<file path="config.mk">
export PLATFORM = sky130hd
export DESIGN_NAME = dma_common_regs
export DESIGN_NICKNAME = d
export VERILOG_FILES = /design/src/rtl/dmacr_pkg.sv /design/src/rtl/dmacr_decode.sv /design/src/rtl/dmacr_chan.sv /design/src/rtl/dmacr_err.sv /design/src/rtl/dma_common_regs.sv
export SDC_FILE = /design/constraint.sdc
export NUM_CORES = 1
export LEC_CHECK = 0
export BUFFER_PORTS_ARGS = -buffer_cell sky130_fd_sc_hd__buf_2
export CORE_MARGIN = 1.5
export CORE_UTILIZATION = 35
export DETAILED_ROUTE_END_ITERATION = 10
export PLACE_DENSITY = 0.73
export REMOVE_ABC_BUFFERS = 1
export SLEW_MARGIN = 20
export SYNTH_ARGS = -nofsm -noshare
export SYNTH_HDL_FRONTEND = slang
export SYNTH_SLANG_ARGS = --single-unit
</file>
<file path="constraint.sdc">
create_clock -name clk -period 1.7 [get_ports clk]
set_input_delay 0.085 -clock clk [delete_from_list [all_inputs] [get_ports clk]]
set_output_delay 0.085 -clock clk [all_outputs]
set_load 0.005 [all_outputs]
</file>
<file path="src/rtl/dmacr_pkg.sv">
package dmacr_pkg;

    localparam int DATA_W = 64;
    localparam int SLOT_N = 8;
    localparam int ERR_N  = 5;
    localparam int WE_LSB = 8;

    // error source positions, shared by status, enable, signal and clear words
    localparam int ERR_MISALIGN = 0;
    localparam int ERR_WR_RO    = 1;
    localparam int ERR_RD_WO    = 2;
    localparam int ERR_HOLD     = 3;
    localparam int ERR_UNDEF    = 4;

    typedef enum logic [2:0] {
        SLOT_ID   = 3'd0,
        SLOT_GCFG = 3'd1,
        SLOT_CHEN = 3'd2,
        SLOT_RST  = 3'd3,
        SLOT_STEN = 3'd4,
        SLOT_SGEN = 3'd5,
        SLOT_CLR  = 3'd6,
        SLOT_STAT = 3'd7
    } slot_e;

    typedef struct packed {
        logic             ok;
        logic             wr;
        slot_e            slot;
        logic [ERR_N-1:0] err;
    } acc_t;

    function automatic logic [ERR_N-1:0] err_bit(input int idx);
        return ERR_N'(1) << idx;
    endfunction

endpackage

</file>
<file path="src/rtl/dmacr_decode.sv">
module dmacr_decode
    import dmacr_pkg::*;
#(
    parameter int ADDR_W = 8,
    parameter int NCH    = 6
) (
    input  logic              req,
    input  logic              wr,
    input  logic [ADDR_W-1:0] addr,
    input  logic [NCH-1:0]    we_bits,
    input  logic [NCH-1:0]    hold,
    output acc_t              acc
);

    localparam int SLOT_W = ADDR_W - 3;

    logic [SLOT_W-1:0] slot_idx;
    logic              misal;
    logic              unmapped;
    slot_e             slot;

    always_comb begin
        slot_idx = addr[ADDR_W-1:3];
        misal    = addr[2:0] != 3'd0;
        unmapped = (slot_idx >> 3) != '0;
        slot     = slot_e'(slot_idx[2:0]);

        acc.err = '0;
        if (req) begin
            if (misal)
                acc.err = err_bit(ERR_MISALIGN);
            else if (unmapped)
                acc.err = err_bit(ERR_UNDEF);
            else if (wr && (slot == SLOT_ID || slot == SLOT_STAT))
                acc.err = err_bit(ERR_WR_RO);
            else if (!wr && slot == SLOT_CLR)
                acc.err = err_bit(ERR_RD_WO);
            else if (wr && slot == SLOT_CHEN && (we_bits & hold) != '0)
                acc.err = err_bit(ERR_HOLD);
        end
        acc.ok   = req && (acc.err == '0);
        acc.wr   = wr;
        acc.slot = slot;
    end

endmodule

</file>
<file path="src/rtl/dmacr_chan.sv">
module dmacr_chan #(
    parameter int NCH = 6
) (
    input  logic           clk,
    input  logic           wipe,
    input  logic           wr_hit,
    input  logic [NCH-1:0] wr_val,
    input  logic [NCH-1:0] wr_sel,
    input  logic [NCH-1:0] done,
    output logic [NCH-1:0] en
);

    for (genvar ch = 0; ch < NCH; ch++) begin : g_ch
        logic en_q;
        always_ff @(posedge clk) begin
            if (wipe)
                en_q <= 1'b0;
            else if (wr_hit && wr_sel[ch])
                en_q <= wr_val[ch];
            else if (done[ch])
                en_q <= 1'b0;
        end
        assign en[ch] = en_q;
    end

endmodule

</file>
<file path="src/rtl/dmacr_err.sv">
module dmacr_err
    import dmacr_pkg::*;
(
    input  logic             clk,
    input  logic             wipe,
    input  logic             sten_wr,
    input  logic             sgen_wr,
    input  logic             clr_wr,
    input  logic [ERR_N-1:0] wbits,
    input  logic [ERR_N-1:0] ev,
    input  logic             int_en,
    output logic [ERR_N-1:0] stat,
    output logic [ERR_N-1:0] sten,
    output logic [ERR_N-1:0] sgen,
    output logic             irq
);

    logic [ERR_N-1:0] clr_mask;

    assign clr_mask = clr_wr ? wbits : '0;

    always_ff @(posedge clk) begin
        if (wipe) begin
            stat <= '0;
            sten <= '0;
            sgen <= '0;
        end else begin
            if (sten_wr)
                sten <= wbits;
            if (sgen_wr)
                sgen <= wbits;
            stat <= (stat & ~clr_mask) | (ev & sten);
        end
    end

    assign irq = int_en && ((stat & sgen) != '0);

endmodule

</file>
<file path="src/rtl/dma_common_regs.sv">
module dma_common_regs
    import dmacr_pkg::*;
#(
    parameter int              ADDR_W     = 8,
    parameter int              NCH        = 6,
    parameter int              RST_CYCLES = 4,
    parameter logic [63:0]     ID_VALUE   = 64'h0000_0001_D3AC_0010
) (
    input  logic              clk,
    input  logic              rst,
    input  logic              bus_req,
    input  logic              bus_wr,
    input  logic [ADDR_W-1:0] bus_addr,
    input  logic [63:0]       bus_wdata,
    output logic              bus_rvalid,
    output logic [63:0]       bus_rdata,
    input  logic [NCH-1:0]    ch_done,
    input  logic [NCH-1:0]    ch_hold,
    output logic [NCH-1:0]    ch_run,
    output logic              irq
);

    localparam int CNT_W = $clog2(RST_CYCLES + 1);

    acc_t             acc;
    logic [CNT_W-1:0] rst_cnt;
    logic             busy;
    logic             wr_ok;
    logic             rst_start;
    logic             wipe;
    logic             dma_en;
    logic             int_en;
    logic [NCH-1:0]   chen;
    logic [ERR_N-1:0] stat;
    logic [ERR_N-1:0] sten;
    logic [ERR_N-1:0] sgen;
    logic [63:0]      rd_val;

    dmacr_decode #(.ADDR_W(ADDR_W), .NCH(NCH)) u_decode (
        .req     (bus_req),
        .wr      (bus_wr),
        .addr    (bus_addr),
        .we_bits (bus_wdata[WE_LSB +: NCH]),
        .hold    (ch_hold),
        .acc     (acc)
    );

    assign busy      = rst_cnt != '0;
    assign wr_ok     = acc.ok && acc.wr && !busy;
    assign rst_start = wr_ok && acc.slot == SLOT_RST && bus_wdata[0];
    assign wipe      = rst || busy || rst_start;

    always_ff @(posedge clk) begin
        if (rst)
            rst_cnt <= '0;
        else if (rst_start)
            rst_cnt <= CNT_W'(RST_CYCLES);
        else if (busy)
            rst_cnt <= rst_cnt - 1'b1;
    end

    always_ff @(posedge clk) begin
        if (wipe) begin
            dma_en <= 1'b0;
            int_en <= 1'b0;
        end else if (wr_ok && acc.slot == SLOT_GCFG) begin
            dma_en <= bus_wdata[0];
            int_en <= bus_wdata[1];
        end
    end

    dmacr_chan #(.NCH(NCH)) u_chan (
        .clk    (clk),
        .wipe   (wipe),
        .wr_hit (wr_ok && acc.slot == SLOT_CHEN),
        .wr_val (bus_wdata[NCH-1:0]),
        .wr_sel (bus_wdata[WE_LSB +: NCH]),
        .done   (ch_done),
        .en     (chen)
    );

    dmacr_err u_err (
        .clk     (clk),
        .wipe    (wipe),
        .sten_wr (wr_ok && acc.slot == SLOT_STEN),
        .sgen_wr (wr_ok && acc.slot == SLOT_SGEN),
        .clr_wr  (wr_ok && acc.slot == SLOT_CLR),
        .wbits   (bus_wdata[ERR_N-1:0]),
        .ev      (acc.err),
        .int_en  (int_en),
        .stat    (stat),
        .sten    (sten),
        .sgen    (sgen),
        .irq     (irq)
    );

    always_comb begin
        rd_val = '0;
        unique case (acc.slot)
            SLOT_ID:   rd_val = ID_VALUE;
            SLOT_GCFG: rd_val = {62'd0, int_en, dma_en};
            SLOT_CHEN: rd_val = 64'(chen);
            SLOT_RST:  rd_val = {63'd0, busy};
            SLOT_STEN: rd_val = 64'(sten);
            SLOT_SGEN: rd_val = 64'(sgen);
            SLOT_CLR:  rd_val = '0;
            SLOT_STAT: rd_val = 64'(stat);
        endcase
    end

    always_ff @(posedge clk) begin
        if (rst) begin
            bus_rvalid <= 1'b0;
            bus_rdata  <= '0;
        end else begin
            bus_rvalid <= bus_req && !bus_wr;
            if (bus_req && !bus_wr)
                bus_rdata <= acc.ok ? rd_val : '0;
        end
    end

    assign ch_run = chen & {NCH{dma_en}};

endmodule

</file>
==> flow_summary.ini <==
[global_route]
grt_pass1_wl_um = 8540
grt.total_usage = 0.155
grt_pass1_vias = 1722
overflow = 0
grt_antenna_before_repair = 0
grt_start_max_net_pins = 17

[pwr]
comb_power_share = 0.263
p_int_uw = 1690
swShare = 0.290
power.switching_uw = 692
power_density_nw_per_um2 = 901
p_leak_uw = 0.00124
max-vdd-ir-drop_mv = 0.357
seq_power_share = 0.356
pwr-share-clk = 0.381

[logic_synthesis]
ys_ff_latch = 34
synth_top_area_frac = 0.301
synth_async_sr_flop_share = 0
synth_top_family_by_area = buffers and inverters
synth-seq-area-share = 0.301
yosys_warnings = 0
synth_simple_gate_area_frac = 0.186
postSynthCellCount = 262
synth.area.mux_share = 0.0781
ys.flop_type = dfxtp_1
synth-xor-area-share = 0.00776
yosys.area_share.adder = 0.0166
synth_top_cells_by_count = 58 x buf_4, 34 x dfxtp_1, 17 x nor2_1
synthesis.area_sq_um = 2260
synth_most_common_cell = buf_4
synth_top_cell_by_area = dfxtp_1
synth_edf_count = 0
synthTopCellsByArea = dfxtp_1 30%, buf_4 19%, mux2i_1 5.3%, a21oi_1 3.3%, a22o_1 3.1%
synth.avg_cell_area_sq_um = 8.62
synth_compound_area_frac = 0.176
ys_types = 48

[floorplan]
boundaryPins = 160
initial_core_util = 0.360
die_h_um = 83.3
dieArea_sq_um = 6940
num_rows = 29
core_sq_um = 6280
die_x_um = 83.3

[timing]
worst_slew_pin_slew_ns = 0.600
setup_viol = 0
report.final.slew_viol_count = 0
hold_viol_final = 0
skew_ns = 0.00425
holdWs_ns = 0.0559
fin_crit_sh = 0.975
max_freq_mhz = 603
finalSetupTns_ns = 0
maxSlewHeadroom = 0.595
post-route-min-period_ns = 1.66

[finish]
fillers = 656
final_nets = 413
multi_input_area_sq_um = 1260
area_growth_pct = 17.2
drive_above_1_share = 0.303
final_core_util = 0.422
final-seq-area_sq_um = 683
n_antenna_cell = 0
postLayoutCellArea_sq_um = 2650

[place]
dp_hpwl_um = 4250
io_buffer_count = 59
dpl-instance-area_sq_um = 2470
gp_congestion = 0.881

[clocking]
cts_buffer_depth = 2
numCtsBuffers = 5
clk_root_buffer_cell = clkbuf_8
cts.sinks = 34
htree_num_levels = 2
cts_tree = yes
hold_buffers = 0
clock_latency_ns = 0.29
clkTransAtPathRegs_ns = 0.07

[critical_path]
cp-start-kind = register
arrival_ns = 1.85
crit_top_cell = ha_4
slowest_stage = mux4_2
cp_max_fo = 5
slowest_delay_ns = 0.45
critical_path_class = reg -> reg
cp.required_ns = 1.89
endpoint_kind = register
cp_top_family = multiplexers
worstPathBufferInverterCount = 2
path_cells = inv_2 > ha_4 > ha_4 > inv_1 > mux4_2 > nand2b_4 > a32o_1

[drt]
wire_per_inst_um = 13.7
via_count = 1966
route.detailed.drc = 0
drt_wl_total_um = 5480
ant_nets = 0
viasPerCell = 4.92
drt-initial-drc-count = 113
dr.pass1.iters = 4

[outcome]
outcome = completed

[hold_path]
hold_class = in -> reg

[flow_run]
drv_cap = 0
[final timing paths]
kind	startpoint	end	slack [ns]	cells past startpoint
setup / recovery	rst_cnt[1]$_SDFFE_PP0P_	bus_rdata[0]$_SDFFE_PP0P_	0.04	7
setup reg to reg	rst_cnt[1]$_SDFFE_PP0P_	bus_rdata[0]$_SDFFE_PP0P_	0.04	7
hold reg to reg	bus_rdata[5]$_SDFFE_PP0P_	bus_rdata[5]$_SDFFE_PP0P_	0.46	2
hold / removal	rst	bus_rdata[5]$_SDFFE_PP0P_	0.06	2
[per-layer routing]
metal  share of wire  routed length, um  GRT usage
met1            0.46               2500      0.210
met2            0.45               2440      0.246
met5               0                  0          0
met4           0.012                 68     0.0455
met3           0.085                467     0.0348
[stage by stage]
step	instances	power (uW)	setup WS (ns)
after floorplan	241	1160	-0.0627
after global placement	392	1390	-0.0304
after detailed placement	392	1410	-0.0674
after CTS	400	2370	0.0142
after global routing	400	2510	-0.0112
final	400	2380	0.0418
[worst reg2reg max path, cell delays in order (launching register included)]
cell and delay [ns]:
dfxtp_2 0.33, inv_2 0.06, ha_4 0.14, ha_4 0.15, inv_1 0.04, mux4_2 0.45, nand2b_4 0.15, a32o_1 0.24
[power groups by stage]
stage	Combinational (uW)	Sequential (uW)	Clock, uW
floorplan	304	860	0
global placement	525	860	0
detailed placement	546	862	0
CTS	609	843	916
global route	699	855	958
finish	628	849	908
[timing repair]
item,CTS,global route
pin swaps,1,0
resized for setup,4,5
setup endpoints to repair,3,2
buffers inserted,0,0
[layout make-up]
cell class | count | area share
Tap cell | 77 | 0.0364
Clock inverter | 3 | 0.0260
Clock buffer | 5 | 0.0260
Timing Repair Buffer | 74 | 0.159
Inverter | 13 | 0.0184
Multi-Input combinational cell | 194 | 0.476
Sequential cell | 34 | 0.258
[layout by cell type, fill, tap and decap left out, types with 6 or more instances in the layout]
master,instances
buf_2,59
conb_1,48
dfxtp_1,32
nor2_1,17
a21oi_1,15
buf_4,14
mux2i_1,12
inv_1,11
nand4_1,11
a22o_1,8
and2_1,7
nand2_1,7
a311o_1,6
nor2b_1,6
[kinds of logic after synthesis]
family | after synthesis
DFF | 34
AOI/OAI and AO/OA | 54
adders and majority gates | 3
xor gates and xnor gates | 2
muxes | 16
buffers and inverters | 81
and+or+nand+nor | 71
other | 1
[state kept, by name, summed over array words and instances (netlist names)]
signal            cells
u_err.sgen            5
u_err.stat            5
bus_rdata             7
bus_rvalid            1
rst_cnt               3
dma_en                1
u_chan.g_ch.en_q      6
int_en                1
u_err.sten            5
(Power assumes the default switching activity.)
